$ cat src/rtl/rss_pkg.sv
package rss_pkg;
  localparam int unsigned CODE_W    = 3;
  localparam int unsigned LAST_CODE = 4;

  typedef enum logic [2:0] {
    ST_UP   = 3'd0,
    ST_DOWN = 3'd1,
    ST_GAP  = 3'd2,
    ST_LOCK = 3'd3,
    ST_HALT = 3'd4
  } sweep_state_e;
endpackage

$ cat src/rtl/rss_sync.sv
module rss_sync #(
  parameter int unsigned STAGES = 2
) (
  input  logic clk,
  input  logic rst_n,
  input  logic d,
  output logic q
);
  logic [STAGES-1:0] stage_q;

  generate
    for (genvar i = 0; i < STAGES; i++) begin : g_stage
      if (i == 0) begin : g_first
        always_ff @(posedge clk or negedge rst_n) begin
          if (!rst_n) stage_q[0] <= 1'b0;
          else        stage_q[0] <= d;
        end
      end else begin : g_rest
        always_ff @(posedge clk or negedge rst_n) begin
          if (!rst_n) stage_q[i] <= 1'b0;
          else        stage_q[i] <= stage_q[i-1];
        end
      end
    end
  endgenerate

  assign q = stage_q[STAGES-1];
endmodule

$ cat src/rtl/rss_rate_decode.sv
module rss_rate_decode
  import rss_pkg::*;
(
  input  logic [CODE_W-1:0] code,
  input  logic              set_sel,
  output logic [2:0]        div_mod,
  output logic              band_hi,
  output logic              valid
);
  always_comb begin
    div_mod = 3'd0;
    band_hi = 1'b0;
    valid   = (code <= CODE_W'(LAST_CODE));
    if (set_sel) begin
      case (code)
        3'd0: begin div_mod = 3'd4; band_hi = 1'b1; end
        3'd1: begin div_mod = 3'd2; band_hi = 1'b0; end
        3'd2: begin div_mod = 3'd2; band_hi = 1'b1; end
        3'd3: begin div_mod = 3'd1; band_hi = 1'b0; end
        3'd4: begin div_mod = 3'd1; band_hi = 1'b1; end
        default: begin div_mod = 3'd0; band_hi = 1'b0; end
      endcase
    end else begin
      case (code)
        3'd0, 3'd1: begin div_mod = 3'd4; band_hi = 1'b1; end
        3'd2, 3'd3: begin div_mod = 3'd2; band_hi = 1'b1; end
        3'd4:       begin div_mod = 3'd1; band_hi = 1'b1; end
        default:    begin div_mod = 3'd0; band_hi = 1'b0; end
      endcase
    end
  end
endmodule

$ cat src/rtl/rss_sweep_fsm.sv
module rss_sweep_fsm
  import rss_pkg::*;
#(
  parameter int unsigned CNT_W = 16
) (
  input  logic              clk,
  input  logic              rst_n,
  input  logic              auto_mode,
  input  logic              code_bad,
  input  logic              lock_s,
  input  logic [CNT_W-1:0]  phase_len,
  output logic [CODE_W-1:0] rate_q,
  output sweep_state_e      st_q
);
  sweep_state_e      st_d;
  logic [CNT_W-1:0]  cnt_q, cnt_d;
  logic [CODE_W-1:0] rate_d;
  logic [CNT_W-1:0]  phase_last;
  logic              phase_end;
  logic              advance;
  logic              rate_en;

  always_comb begin
    phase_last = (phase_len == '0) ? '0 : phase_len - CNT_W'(1);
    phase_end  = (cnt_q >= phase_last);
  end

  always_comb begin
    st_d  = st_q;
    cnt_d = cnt_q;
    if (code_bad) begin
      st_d  = ST_HALT;
      cnt_d = '0;
    end else begin
      case (st_q)
        ST_HALT: begin
          st_d  = ST_UP;
          cnt_d = '0;
        end
        ST_LOCK: begin
          if (!lock_s) begin
            st_d  = ST_UP;
            cnt_d = '0;
          end
        end
        default: begin
          if (lock_s) begin
            st_d  = ST_LOCK;
            cnt_d = '0;
          end else begin
            case (st_q)
              ST_UP: begin
                if (phase_end) begin
                  st_d  = ST_DOWN;
                  cnt_d = '0;
                end else begin
                  cnt_d = cnt_q + CNT_W'(1);
                end
              end
              ST_DOWN: begin
                if (phase_end) begin
                  st_d  = ST_GAP;
                  cnt_d = '0;
                end else begin
                  cnt_d = cnt_q + CNT_W'(1);
                end
              end
              default: begin
                st_d  = ST_UP;
                cnt_d = '0;
              end
            endcase
          end
        end
      endcase
    end
  end

  always_comb begin
    advance = auto_mode && (st_q == ST_GAP) && !code_bad && !lock_s;
    rate_en = advance;
    rate_d  = (rate_q == CODE_W'(LAST_CODE)) ? '0 : rate_q + CODE_W'(1);
  end

  always_ff @(posedge clk or negedge rst_n) begin
    if (!rst_n) begin
      st_q  <= ST_UP;
      cnt_q <= '0;
    end else begin
      st_q  <= st_d;
      cnt_q <= cnt_d;
    end
  end

  always_ff @(posedge clk or negedge rst_n) begin
    if (!rst_n) begin
      rate_q <= '0;
    end else if (rate_en) begin
      rate_q <= rate_d;
    end
  end


  code_range_chk: assert property (@(posedge clk) disable iff (!rst_n)
    rate_q <= CODE_W'(LAST_CODE));


  gap_single_chk: assert property (@(posedge clk) disable iff (!rst_n)
    (st_q == ST_GAP) |=> (st_q != ST_GAP));


  up_to_down_chk: assert property (@(posedge clk) disable iff (!rst_n)
    (st_q == ST_UP && !code_bad && !lock_s && phase_end) |=> (st_q == ST_DOWN));


  lock_freeze_chk: assert property (@(posedge clk) disable iff (!rst_n)
    (st_q == ST_LOCK) |=> $stable(rate_q));


  relock_up_chk: assert property (@(posedge clk) disable iff (!rst_n)
    (st_q == ST_LOCK && !lock_s && !code_bad) |=> (st_q == ST_UP && cnt_q == '0));
endmodule

$ cat src/rtl/rate_search_seq.sv
module rate_search_seq
  import rss_pkg::*;
#(
  parameter int unsigned CNT_W     = 16,
  parameter int unsigned SYNC_STGS = 2
) (
  input  logic             clk,
  input  logic             rst_n,
  input  logic             auto_mode,
  input  logic             set_sel,
  input  logic [2:0]       code_in,
  input  logic             lock_in,
  input  logic [CNT_W-1:0] phase_len,
  output logic [2:0]       code_out,
  output logic             code_oe,
  output logic [2:0]       div_mod,
  output logic             band_hi,
  output logic             sweep_up,
  output logic             sweep_act,
  output logic             code_bad
);
  logic              rst_n_i;
  logic              lock_s;
  logic [CODE_W-1:0] rate_q;
  logic [CODE_W-1:0] code_sel;
  logic              code_ok;
  sweep_state_e      st_q;

  rss_sync #(.STAGES(SYNC_STGS)) u_rst_sync (
    .clk   (clk),
    .rst_n (rst_n),
    .d     (1'b1),
    .q     (rst_n_i)
  );

  rss_sync #(.STAGES(SYNC_STGS)) u_lock_sync (
    .clk   (clk),
    .rst_n (rst_n_i),
    .d     (lock_in),
    .q     (lock_s)
  );

  always_comb begin
    code_sel = auto_mode ? rate_q : code_in;
  end

  rss_rate_decode u_dec (
    .code    (code_sel),
    .set_sel (set_sel),
    .div_mod (div_mod),
    .band_hi (band_hi),
    .valid   (code_ok)
  );

  always_comb begin
    code_bad = !auto_mode && !code_ok;
  end

  rss_sweep_fsm #(.CNT_W(CNT_W)) u_fsm (
    .clk       (clk),
    .rst_n     (rst_n_i),
    .auto_mode (auto_mode),
    .code_bad  (code_bad),
    .lock_s    (lock_s),
    .phase_len (phase_len),
    .rate_q    (rate_q),
    .st_q      (st_q)
  );

  always_comb begin
    code_out  = rate_q;
    code_oe   = auto_mode;
    sweep_act = ((st_q == ST_UP) || (st_q == ST_DOWN)) && !code_bad;
    sweep_up  = (st_q == ST_UP) && !code_bad;
  end


  bad_idle_chk: assert property (@(posedge clk) disable iff (!rst_n_i)
    code_bad |-> (!sweep_act && div_mod == 3'd0));


  manual_oe_chk: assert property (@(posedge clk) disable iff (!rst_n_i)
    !auto_mode |-> !code_oe);
endmodule

$ cat config.mk
export PLATFORM = sky130hd
export DESIGN_NAME = rate_search_seq
export DESIGN_NICKNAME = d
export VERILOG_FILES = /design/src/rtl/rss_pkg.sv /design/src/rtl/rss_sync.sv /design/src/rtl/rss_rate_decode.sv /design/src/rtl/rss_sweep_fsm.sv /design/src/rtl/rate_search_seq.sv
export SDC_FILE = /design/constraint.sdc
export NUM_CORES = 1
export LEC_CHECK = 0
export BUFFER_PORTS_ARGS = -buffer_cell sky130_fd_sc_hd__buf_2
export CAP_MARGIN = 20
export CORE_AREA = 2 2 62 64
export DETAILED_ROUTE_END_ITERATION = 12
export DIE_AREA = 0 0 64 66
export GPL_ROUTABILITY_DRIVEN = 0
export PLACE_DENSITY = 0.83
export SLEW_MARGIN = 0
export SYNTH_ARGS = -nofsm -noshare
export SYNTH_HDL_FRONTEND = slang
export SYNTH_HIERARCHICAL = 1
export SYNTH_SLANG_ARGS = --single-unit
$ cat constraint.sdc
create_clock -name clk -period 2 [get_ports clk]
set_clock_uncertainty 0.15 [all_clocks]
set_input_delay 0.1 -clock clk [delete_from_list [all_inputs] [get_ports clk]]
set_output_delay 0.1 -clock clk [all_outputs]
set_load 0.01 [all_outputs]
==> results of run 1 <==
[worst max-delay path: cells and delay by family]
kind | cells | cell delay [ns]
adder cells (fa/ha/maj) | 1 | 0.28
buffers and inverters | 2 | 0.29
AO/OA/AOI/OAI | 3 | 0.86
AND/OR/NAND/NOR | 7 | 1.57
XOR/XNOR | 1 | 0.15
[power by group]
group,leakage [µW],switching [µW],internal (µW),total (µW)
sequential,0.000344,75.2,588,663
combinational,0.00119,486,505,992
clock,0.0000210,160,112,271
[state kept, by name, indices dropped and copies added, names as in the netlist]
| register | flops |
|---|---|
| u_fsm/rate_q | 3 |
| u_lock_sync/q | 1 |
| u_fsm/cnt_q | 16 |
| u_rst_sync/q | 1 |
| u_lock_sync/stage_q | 1 |
| u_rst_sync/stage_q | 1 |
| u_fsm/st_q | 3 |
[final cells by class]
cell class / instances / share of cell area, %
inverters: 7 / 0.8585
multi-input cells: 202 / 50.49
flip-flops and latches: 26 / 21.26
clock buffers: 4 / 1.186
repair buffers: 101 / 24.24
well taps: 48 / 1.962
[layout by cell type, fill, tap and decap left out, types with 3 or more instances in the layout]
| master | Yosys | routed |
|---|---|---|
| sky130_fd_sc_hd__a211oi_1 | 6 | 4 |
| sky130_fd_sc_hd__a21o_1 | 5 | 5 |
| sky130_fd_sc_hd__a21oi_1 | 6 | 5 |
| sky130_fd_sc_hd__a221o_1 | 3 | 3 |
| sky130_fd_sc_hd__a22o_1 | 3 | 3 |
| sky130_fd_sc_hd__and3_1 | 6 | 6 |
| sky130_fd_sc_hd__buf_2 | 2 | 33 |
| sky130_fd_sc_hd__buf_4 | 1 | 59 |
| sky130_fd_sc_hd__buf_6 | 0 | 3 |
| sky130_fd_sc_hd__clkbuf_4 | 0 | 3 |
| sky130_fd_sc_hd__dfrtp_1 | 26 | 26 |
| sky130_fd_sc_hd__dlygate4sd3_1 | 0 | 3 |
| sky130_fd_sc_hd__ha_1 | 21 | 20 |
| sky130_fd_sc_hd__inv_1 | 7 | 7 |
| sky130_fd_sc_hd__mux2_4 | 0 | 3 |
| sky130_fd_sc_hd__nand2_1 | 33 | 30 |
| sky130_fd_sc_hd__nand2_2 | 1 | 3 |
| sky130_fd_sc_hd__nand2b_1 | 3 | 3 |
| sky130_fd_sc_hd__nand3_1 | 11 | 8 |
| sky130_fd_sc_hd__nand4_1 | 5 | 5 |
| sky130_fd_sc_hd__nor2_1 | 18 | 16 |
| sky130_fd_sc_hd__nor3_1 | 7 | 6 |
| sky130_fd_sc_hd__nor4_1 | 3 | 3 |
| sky130_fd_sc_hd__o21ai_0 | 17 | 8 |
| sky130_fd_sc_hd__o21ai_1 | 0 | 8 |
| sky130_fd_sc_hd__xnor2_1 | 5 | 3 |
| sky130_fd_sc_hd__xor2_1 | 6 | 6 |
[timing repair]
action / 4_1_cts / 5_1_grt
hold endpoints to repair: 3 / 0
hold buffers: 3 / 0
setup buffers: 1 / 1
endpoints found under the setup margin: 23 / 25
pin swaps: 4 / 13
cloned: 0 / 2
gates resized for setup: 8 / 24
[stage by stage]
step | setup TNS [ns] | utilization (%) | std cells | cell area, µm²
floorplan | -17.20 | - | 242 | 2128
global placement | -20.35 | 78.40 | 378 | 2784
detailed placement | -22.32 | 78.40 | 378 | 2784
CTS | -15.18 | 81.25 | 385 | 2885
global route | -21.36 | 86.19 | 388 | 3060
finish | -19.02 | 86.19 | 388 | 3060
[logic make-up after synthesis]
family                     synth area share [%]
other                                    0.1796
AOI/OAI and AO/OA                         18.87
xor gates and xnor gates                  4.613
buffers and inverters                     2.816
muxes                                     3.116
and+or+nand+nor                           26.66
DFF                                       31.16
adders and majority gates                 12.58
[path summary, 6_finish.rpt]
path	end	slack [ns]
max reg2reg	u_fsm/st_q[0]$_DFFE_PN0P_	-0.44
max in group asynchronous	u_fsm/cnt_q[1]$_DFFE_PN0P_	1.10
min reg2reg	u_fsm/st_q[2]$_DFFE_PN0P_	0.03
min	u_fsm/st_q[2]$_DFFE_PN0P_	0.03
min in group clk	u_fsm/st_q[2]$_DFFE_PN0P_	0.13
max	u_fsm/cnt_q[6]$_DFFE_PN0P_	-1.17
[metal layers]
| layer | up-vias | part of all wire (%) |
|---|---|---|
| met2 | 122 | 51 |
| met5 | - | 0 |
| met3 | 44 | 5.7 |
| met4 | 0 | 5.2 |
| met1 | 1108 | 39 |
| li1 | 1093 | - |
==> insert_results.sql, run 1 <==
INSERT INTO impl_metrics (metric_group, metric, value, unit) VALUES
('global_routing', 'grt.met1_usage', '34.74', '%'),
('route', 'antenna_left', '0', ''),
('logic_synthesis', 'synth.distinct_cells', '53', ''),
('power_and_ir_drop', 'power_per_cell_area', '629.4', 'nW/µm²'),
('global_routing', 'grt_use_met2', '49.61', '%'),
('finish', 'area.sequential', '650.6', 'µm²'),
('finish', 'final_layout_size_suffix_gt1_share', '40.59', '%'),
('die', 'std_cell_rows', '22', ''),
('clock_network', 'clk_root_buffer_cell', 'sky130_fd_sc_hd__clkbuf_4', ''),
('sta', 'setup_ws', '-1.173', 'ns'),
('worst_setup_path', 'regToRegStartpoint', 'u_fsm/cnt_q[7]$_DFFE_PN0P_', ''),
('logic_synthesis', 'ys_async_sr_fraction', '100.0', '%'),
('worst_setup_path', 'cp.required', '2.08', 'ns'),
('finish', 'nets', '386', ''),
('global_routing', 'grt_antenna_before_repair', '0', ''),
('worst_setup_path', 'critical_path.most_common_cell', 'sky130_fd_sc_hd__nand2_2', ''),
('worst_setup_path', 'crit_path_cell_trace', 'buf_6 > or4_4 > nor4_4 > and3_4 > nand2_2 > xnor2_2 > nand2_2 > ha_4 > nand4_1 > a211oi_2 > buf_4 > a21o_1 > nor2_1 > a221o_1', ''),
('status', 'status', 'finished with violations', ''),
('route', 'finalWirelength', '6960', 'µm'),
('die', 'fp.dieH', '66', 'µm'),
('global_routing', 'grt_usage', '27.40', '%'),
('logic_synthesis', 'synth_nets', '287', ''),
('sta', 'timing.final.setup_violations', '20', ''),
('finish', 'multi_input_area', '1545', 'µm²'),
('clock_network', 'htree_levels', '1', ''),
('worst_setup_path', 'critical_path.slowest_cell', 'sky130_fd_sc_hd__or4_4', ''),
('finish', 'area_delta_synth_final', '46.56', '%'),
('route', 'drt_first_iter_violations', '164', ''),
('sta', 'timing.final.crit_share', '158.6', '%'),
('logic_synthesis', 'synth_enable_flop_cells', '0', ''),
('worst_setup_path', 'critical_path_class', 'in2reg', ''),
('logic_synthesis', 'synth_flop_cell', 'sky130_fd_sc_hd__dfrtp_1', ''),
('sta', 'finalMaxSlewViolations', '0', ''),
('power_and_ir_drop', 'total_leakage_power', '0.001555', 'µW'),
('route', 'route.detailed.vias_per_inst', '6.101', ''),
('logic_synthesis', 'netlist_top_cells_area', 'sky130_fd_sc_hd__dfrtp_1 31%, sky130_fd_sc_hd__ha_1 13%, sky130_fd_sc_hd__nand2_1 5.9%', ''),
('sta', 'max_slew.worst_pin.slew', '0.5027', 'ns'),
('die', 'initial_standard_cell_utilization_of_the_core', '58.81', '%'),
('placement', 'portBuffers', '34', ''),
('logic_synthesis', 'synthesis.yosys.warnings', '6', ''),
('sta', 'final_period_minus_worst_setup_slack', '3.173', 'ns'),
('clock_network', 'clock_tree_from_tritoncts', 'built', ''),
('clock_network', 'cts.reportedPaths.clkPinSlew', '0.14', 'ns'),
('logic_synthesis', 'syn-mean-instance-area', '8.629', 'µm²'),
('die', 'core_area', '3551', 'µm²'),
('global_routing', 'globalRouteOverflowTotal', '0', ''),
('logic_synthesis', 'synth_largest_type_area_fraction', '31.16', '%'),
('sta', 'worst_slew_margin_rel', '66.28', '%'),
('worst_setup_path', 'critPathCaptureType', 'flip-flop', ''),
('worst_setup_path', 'worst-r2r-cell-count', '7', ''),
('route', 'drt_first_pass_iters', '4', ''),
('global_routing', 'grt_first_pass_wirelength', '9218', 'µm'),
('logic_synthesis', 'netlist_area', '2088', 'µm²'),
('placement', 'dp_worst_setup_slack', '-1.333', 'ns'),
('sta', 'finalHoldViolCount', '0', ''),
('logic_synthesis', 'synth_commonest_cells', '33 x sky130_fd_sc_hd__nand2_1, 26 x sky130_fd_sc_hd__dfrtp_1, 21 x sky130_fd_sc_hd__ha_1', ''),
('worst_setup_path', 'worst_setup_path_startpoint', 'phase_len[5]', ''),
('sta', 'grt_setup_unrepaired', 'yes', ''),
('worst_setup_path', 'worstPathMaxFanout', '5', ''),
('logic_synthesis', 'seq_area_frac_synth', '31.16', '%'),
('worst_setup_path', 'critical_path.max_stage_delay', '0.55', 'ns'),
('die', 'die_width', '64', 'µm'),
('global_routing', 'global_route.usage.met3', '3.578', '%'),
('global_routing', 'maximum_number_of_pins_on_one_net_before_global_route_repair', '26', ''),
('sta', 'fmax', '315.2', 'MHz'),
('status', 'violations_in_the_final_reports', 'negative setup slack', ''),
('die', 'io-pin-count', '35', ''),
('placement', 'hpwlAfterDp', '4072', 'µm'),
('sta', 'fin_hold_ws', '0.02784', 'ns'),
('worst_setup_path', 'signal_arrival_time_at_the_worst_endpoint', '3.25', 'ns'),
('run', 'maxCapViolations', '0', '');
Note: power is estimated with default switching activity, not from simulation.
==> inputs of run 2 (changes only) <==
CORE_AREA = 2 2 68 70   (was 2 2 62 64)
CTS_CLUSTER_DIAMETER = 50   (was not set)
DIE_AREA = 0 0 70 72   (was 0 0 64 66)
PLACE_DENSITY = 0.71   (was 0.83)
==> run 2 against run 1 <==
Compared with the run above:
- the run still ends with negative setup slack left
- wire length decreased by 20%
- hold slack better by 0.072 ns
- maximum frequency rose by 2.4%
- highest routed layer unchanged
==> insert_results.sql, run 2 (synthesis gave the netlist of run 1 again) <==
INSERT INTO impl_metrics (metric_group, metric, value, unit) VALUES
('clock_network', 'numCtsBuffers', '3', ''),
('die', 'initial_standard_cell_utilization_of_the_core', '48.97', '%'),
('global_routing', 'maximum_number_of_pins_on_one_net_before_global_route_repair', '20', ''),
('power_and_ir_drop', 'combPwrFrac', '48.9', '%'),
('power_and_ir_drop', 'power.net_switching', '658.1', 'µW'),
('sta', 'fmax', '322.7', 'MHz'),
('global_routing', 'grt_pass1_vias', '2166', ''),
('sta', 'fin_hold_ws', '0.09943', 'ns'),
('worst_setup_path', 'critPathCaptureType', 'flip-flop', ''),
('worst_setup_path', 'critical_path_class', 'in2reg', ''),
('global_routing', 'globalRouteOverflowTotal', '0', ''),
('finish', 'regMostFlops', 'u_fsm/cnt_q', ''),
('clock_network', 'clk_root_buffer_cell', 'sky130_fd_sc_hd__clkbuf_8', ''),
('power_and_ir_drop', 'total_leakage_power', '0.001565', 'µW'),
('route', 'detail_route.drc_violations', '0', ''),
('die', 'io-pin-count', '35', ''),
('worst_setup_path', 'cp.required', '2.04', 'ns'),
('route', 'route.detailed.vias_per_inst', '5.558', ''),
('placement', 'hpwlAfterDp', '4216', 'µm'),
('route', 'drt_first_pass_iters', '4', ''),
('clock_network', 'clock_tree_from_tritoncts', 'built', ''),
('placement', 'portBuffers', '34', ''),
('worst_setup_path', 'worstPathMaxFanout', '4', ''),
('die', 'die_width', '70', 'µm'),
('route', 'via_count', '2212', ''),
('power_and_ir_drop', 'switching_part_of_the_total_power', '35.83', '%'),
('global_routing', 'grt_antenna_before_repair', '0', ''),
('power_and_ir_drop', 'power_per_cell_area', '601.7', 'nW/µm²'),
('finish', 'largest_register_ffs', '16', ''),
('die', 'std_cell_rows', '24', ''),
('power_and_ir_drop', 'irDropWorstVdd', '0.3952', 'mV'),
('finish', 'reg_top3', 'u_fsm/cnt_q: 16 flops, u_fsm/rate_q: 3 flops, u_fsm/st_q: 3 flops', ''),
('clock_network', 'max-clock-path-buffers', '2', ''),
('power_and_ir_drop', 'seq_power_share', '35.4', '%'),
('finish', 'highest_count_cells_in_the_layout_ignoring_fill_and_taps', '68 x sky130_fd_sc_hd__buf_4, 33 x sky130_fd_sc_hd__buf_2, 29 x sky130_fd_sc_hd__nand2_1', ''),
('clock_network', 'htree_levels', '1', ''),
('global_routing', 'grt_usage', '22.61', '%'),
('sta', 'final_period_minus_worst_setup_slack', '3.099', 'ns'),
('sta', 'timing.final.crit_share', '154.9', '%'),
('run', 'maxCapViolations', '0', ''),
('power_and_ir_drop', 'pwr-share-clk', '15.7', '%'),
('finish', 'area_delta_synth_final', '46.20', '%'),
('sta', 'grt_setup_unrepaired', 'yes', ''),
('clock_network', 'cts.sinks', '26', ''),
('worst_hold_path', 'hold_path.class', 'reg2async', ''),
('global_routing', 'grt_first_pass_wirelength', '9425', 'µm'),
('clock_network', 'clk_latency', '0.26', 'ns'),
('finish', 'layout.cells.most_common', 'sky130_fd_sc_hd__buf_4', ''),
('die', 'design.die.area', '5040', 'µm²'),
('finish', 'final_layout_size_suffix_gt1_share', '42.20', '%'),
('worst_setup_path', 'worst_setup_path_start_kind', 'input port', ''),
('die', 'fp.dieH', '72', 'µm'),
('status', 'status', 'finished with violations', ''),
('power_and_ir_drop', 'internal-power', '1179', 'µW'),
('sta', 'setup_ws', '-1.099', 'ns'),
('route', 'wl_per_cell', '14.00', 'µm'),
('sta', 'finalHoldViolCount', '0', ''),
('finish', 'antenna_cells_inserted', '0', ''),
('sta', 'setup_total_negative_slack', '-18.42', 'ns'),
('route', 'drt_first_iter_violations', '129', ''),
('die', 'core_area', '4264', 'µm²'),
('worst_setup_path', 'signal_arrival_time_at_the_worst_endpoint', '3.13', 'ns'),
('route', 'antenna_left', '0', ''),
('sta', 'finalMaxSlewViolations', '0', ''),
('sta', 'timing.final.setup_violations', '18', ''),
('route', 'finalWirelength', '5571', 'µm'),
('status', 'violations_in_the_final_reports', 'negative setup slack', ''),
('finish', 'nets', '393', ''),
('clock_network', 'cts.reportedPaths.clkPinSlew', '0.09', 'ns');
==> run 2: repair_timing <==
action / 4_1_cts / 5_1_grt
resized for setup: 14 / 13
endpoints found under the hold margin: 8 / 0
endpoints found under the setup margin: 22 / 22
pin swaps: 6 / 6
hold buffers: 4 / 0
setup buffers: 4 / 2
==> run 2: critical path: stages <==
cell and delay [ns]:
sky130_fd_sc_hd__buf_6 0.09, sky130_fd_sc_hd__or4_4 0.54, sky130_fd_sc_hd__nor4_4 0.17, sky130_fd_sc_hd__buf_4 0.18, sky130_fd_sc_hd__and3_4 0.22, sky130_fd_sc_hd__nand2_2 0.07
sky130_fd_sc_hd__xnor2_2 0.16, sky130_fd_sc_hd__nand2_2 0.09, sky130_fd_sc_hd__ha_4 0.27, sky130_fd_sc_hd__nand4_1 0.15, sky130_fd_sc_hd__a211oi_2 0.31, sky130_fd_sc_hd__a21oi_2 0.12
sky130_fd_sc_hd__buf_6 0.15, sky130_fd_sc_hd__o41a_1 0.36, sky130_fd_sc_hd__o21ai_1 0.13
==> run 2: worst paths after layout <==
path / from / end / slack, ns / cells past startpoint
hold / removal: u_rst_sync/q$_DFF_PN0_ / u_fsm/rate_q[1]$_DFFE_PN0P_ / 0.1 / 1
hold reg to reg: u_rst_sync/q$_DFF_PN0_ / u_fsm/rate_q[1]$_DFFE_PN0P_ / 0.1 / 1
max in group asynchronous: rst_n / u_rst_sync/q$_DFF_PN0_ / 0.99 / 3
setup / recovery: phase_len[5] / u_fsm/st_q[0]$_DFFE_PN0P_ / -1.10 / 15
setup reg to reg: u_fsm/cnt_q[13]$_DFFE_PN0P_ / u_fsm/cnt_q[4]$_DFFE_PN0P_ / -0.28 / 8
min in group clk: auto_mode / u_fsm/st_q[2]$_DFFE_PN0P_ / 0.19 / 4
==> run 2: stage by stage <==
| stage | total power (µW) | cell area [µm²] | instances | util (%) | worst slack [ns] |
|---|---|---|---|---|---|
| 6_report | 1837 | 3053 | 398 | 71.60 | -1.099 |
| 5_1_grt | 1971 | 3053 | 398 | 71.60 | -1.248 |
| 4_1_cts | 1824 | 2982 | 396 | 69.92 | -1.049 |
| 3_5_place_dp | 1486 | 2799 | 385 | 65.64 | -1.438 |
| 3_3_place_gp | 1451 | 2799 | 385 | 65.64 | -1.342 |
| 2_1_floorplan | 1119 | 2128 | 242 | - | -1.024 |
==> run 2: layer usage <==
metal	vias to the layer above	track usage, %	wire length (µm)
li1	1102	-	-
met1	1063	27.90	2435
met2	39	41.80	2908
met3	8	3.333	157
met4	0	5.342	70
met5	-	0	0
==> run 2: power by group through the flow <==
stage	Combinational, µW	Sequential (µW)	Clock, µW
final	899	651	288
after global routing	989	663	319
after floorplan	430	689	0
after global placement	789	662	0
after CTS	873	651	301
after detailed placement	824	663	0
==> run 2: layout make-up <==
class	instances	area, µm²
multi-input combinational	202	1520
sequential	26	650.6
tap	52	65.06
inverter	7	26.28
fill	317	1211
clock buffer	3	41.29
timing repair buffer	108	749.5
==> inputs of run 3 (changes only) <==
clock period = 3.1 ns   (was 2 ns; I/O delays follow)
==> run 3 against run 2 <==
Compared with the run above:
- the flow still finishes with violations (negative setup slack)
- critical path depth shrank 1
- die area is the same
- wire length shrank 12%
- global-route usage fell by 3.8 points
- cell count down 12%
- power decreased by 38%
- worst setup slack better by 1.0 ns
- hold slack got worse by 0.068 ns
- register-to-register slack improved by 0.73 ns
- sequential power decreased by 32%
- sequential share of layout area up 2.6 points
- critical endpoint is now u_fsm/cnt_q[11]$_DFFE_PN0P_
- largest power group unchanged
==> insert_results.sql, run 3 (synthesis gave the netlist of run 1 again) <==
INSERT INTO impl_metrics (metric_group, metric, value, unit) VALUES
('sta', 'worst_slew_margin_rel', '64.98', '%'),
('die', 'die_width', '70', 'µm'),
('die', 'core_area', '4264', 'µm²'),
('finish', 'reg_top3', 'u_fsm/cnt_q: 16 flops, u_fsm/rate_q: 3 flops, u_fsm/st_q: 3 flops', ''),
('finish', 'largest_register_ffs', '16', ''),
('clock_network', 'clk_latency', '0.27', 'ns'),
('finish', 'highest_count_cells_in_the_layout_ignoring_fill_and_taps', '33 x sky130_fd_sc_hd__buf_2, 30 x sky130_fd_sc_hd__nand2_1, 26 x sky130_fd_sc_hd__dfrtp_1', ''),
('power_and_ir_drop', 'irDropWorstVdd', '0.3857', 'mV'),
('worst_setup_path', 'worstPathMaxFanout', '13', ''),
('die', 'design.die.area', '5040', 'µm²'),
('die', 'initial_standard_cell_utilization_of_the_core', '48.97', '%'),
('sta', 'setup_ws', '-0.06962', 'ns'),
('global_routing', 'grt_pass1_vias', '1707', ''),
('worst_setup_path', 'signal_arrival_time_at_the_worst_endpoint', '3.18', 'ns'),
('worst_setup_path', 'critical_path_class', 'in2reg', ''),
('sta', 'timing.final.setup_violations', '9', ''),
('die', 'std_cell_rows', '24', ''),
('clock_network', 'max-clock-path-buffers', '2', ''),
('sta', 'finalMaxSlewViolations', '0', ''),
('clock_network', 'cts.reportedPaths.clkPinSlew', '0.08', 'ns'),
('global_routing', 'maximum_number_of_pins_on_one_net_before_global_route_repair', '26', ''),
('finish', 'regMostFlops', 'u_fsm/cnt_q', ''),
('clock_network', 'numCtsBuffers', '3', ''),
('route', 'antenna_left', '0', ''),
('clock_network', 'htree_levels', '1', ''),
('sta', 'fmax', '315.5', 'MHz'),
('route', 'route.detailed.vias_per_inst', '5.676', ''),
('sta', 'finalHoldViolCount', '0', ''),
('route', 'wl_per_cell', '14.00', 'µm'),
('placement', 'dpl.cell_count', '338', ''),
('clock_network', 'clock_tree_from_tritoncts', 'built', ''),
('power_and_ir_drop', 'power_per_cell_area', '418.3', 'nW/µm²'),
('route', 'via_count', '1998', ''),
('global_routing', 'grt_first_pass_wirelength', '7831', 'µm'),
('route', 'finalWirelength', '4929', 'µm'),
('die', 'fp.dieH', '72', 'µm'),
('global_routing', 'grt_usage', '18.81', '%'),
('die', 'io-pin-count', '35', ''),
('route', 'detail_route.drc_violations', '0', ''),
('worst_setup_path', 'regToRegStartpoint', 'u_fsm/rate_q[0]$_DFFE_PN0P_', ''),
('worst_setup_path', 'cp.required', '3.11', 'ns'),
('finish', 'nets', '346', ''),
('status', 'status', 'finished with violations', ''),
('run', 'maxCapViolations', '0', ''),
('worst_hold_path', 'hold_path.class', 'in2async', ''),
('sta', 'setup_total_negative_slack', '-0.1995', 'ns'),
('route', 'drt_first_pass_iters', '4', ''),
('power_and_ir_drop', 'total_leakage_power', '0.001309', 'µW'),
('sta', 'fin_hold_ws', '0.03171', 'ns'),
('placement', 'hpwlAfterDp', '3574', 'µm'),
('sta', 'max_slew.worst_pin.slew', '0.5213', 'ns'),
('placement', 'portBuffers', '34', ''),
('worst_setup_path', 'critPathCaptureType', 'flip-flop', ''),
('finish', 'layout.cells.most_common', 'sky130_fd_sc_hd__buf_2', ''),
('finish', 'final_layout_size_suffix_gt1_share', '30.33', '%'),
('global_routing', 'grt_antenna_before_repair', '0', ''),
('clock_network', 'clk_root_buffer_cell', 'sky130_fd_sc_hd__clkbuf_8', ''),
('finish', 'finalCoreUtilization', '63.85', '%'),
('route', 'drt_first_iter_violations', '91', ''),
('status', 'violations_in_the_final_reports', 'negative setup slack', ''),
('global_routing', 'globalRouteOverflowTotal', '0', ''),
('finish', 'fin_cells', '352', ''),
('sta', 'timing.final.crit_share', '102.2', '%'),
('worst_setup_path', 'worst_setup_path_startpoint', 'phase_len[5]', ''),
('clock_network', 'cts.sinks', '26', ''),
('placement', 'dp_worst_setup_slack', '-0.3251', 'ns'),
('worst_setup_path', 'worst_setup_path_start_kind', 'input port', ''),
('finish', 'area_delta_synth_final', '30.38', '%'),
('sta', 'final_period_minus_worst_setup_slack', '3.170', 'ns'),
('sta', 'grt_setup_unrepaired', 'yes', ''),
('finish', 'antenna_cells_inserted', '0', '');
run 3: cell types whose count changed in the layout (fill, tap and decap cells not counted), sizes merged:
cell / previous run / this run
dlygate4sd3: 4 / 3
clkbuf: 3 / 5
buf: 104 / 57
run 3: worst paths after layout:
kind | depth (start not counted) | end | slack [ns]
worst max-delay path | 14 | u_fsm/cnt_q[11]$_DFFE_PN0P_ | -0.07
worst min-delay path | 2 | u_rst_sync/stage_q[0]$_DFF_PN0_ | 0.03
worst max register to register | 8 | u_fsm/cnt_q[7]$_DFFE_PN0P_ | 0.45
worst min register to register | 1 | u_fsm/st_q[1]$_DFFE_PN0P_ | 0.11
max in group asynchronous | 1 | u_fsm/rate_q[1]$_DFFE_PN0P_ | 2.17
min in group clk | 2 | u_fsm/st_q[2]$_DFFE_PN0P_ | 0.09
run 3: power by group:
part           switching, µW  leakage [µW]  internal, µW
clock                    104     0.0000288           114
combinational            245      0.000937           236
sequential              60.2      0.000344           380
run 3: per-stage QoR:
stage	cell area [µm²]	power (µW)
2_1_floorplan	2112	714.7
3_3_place_gp	2446	854.5
3_5_place_dp	2446	865.9
4_1_cts	2534	1087
5_1_grt	2723	1216
6_report	2723	1139
run 3: worst max-delay path: stages:
cell and delay, ns:
sky130_fd_sc_hd__buf_6 0.09, sky130_fd_sc_hd__or4_4 0.55, sky130_fd_sc_hd__nor4_4 0.27, sky130_fd_sc_hd__and3_4 0.28
sky130_fd_sc_hd__nand2_2 0.07, sky130_fd_sc_hd__xnor2_2 0.12, sky130_fd_sc_hd__nand2_1 0.11, sky130_fd_sc_hd__ha_4 0.28
sky130_fd_sc_hd__nand4_1 0.22, sky130_fd_sc_hd__a211oi_4 0.30, sky130_fd_sc_hd__a21oi_4 0.13, sky130_fd_sc_hd__buf_12 0.18
sky130_fd_sc_hd__and3_4 0.16, sky130_fd_sc_hd__a221o_1 0.26
run 3: layer usage:
layer	up-vias	part of all wire, %	global-route usage (%)	routed length (µm)
met5	-	0	0	0
met2	39	49	31.01	2425
met4	0	1.3	3.419	66
li1	1007	-	-	-
met1	946	47	26.68	2296
met3	6	2.8	2.917	140
run 3: repair_timing:
item	in CTS	in global routing
hold endpoints to repair	3	1
cloned	0	2
pin swaps	0	2
hold buffers	2	1
buffers inserted	0	4
gates resized for setup	2	21
endpoints found under the setup margin	2	17
run 3: layout make-up:
type,count,area [µm²]
fillers,365,1541
multi-input cells,202,1485
flip-flops and latches,26,650.6
repair buffers,61,440.4
well taps,52,65.06
clock buffers,4,55.05
inverters,7,26.28
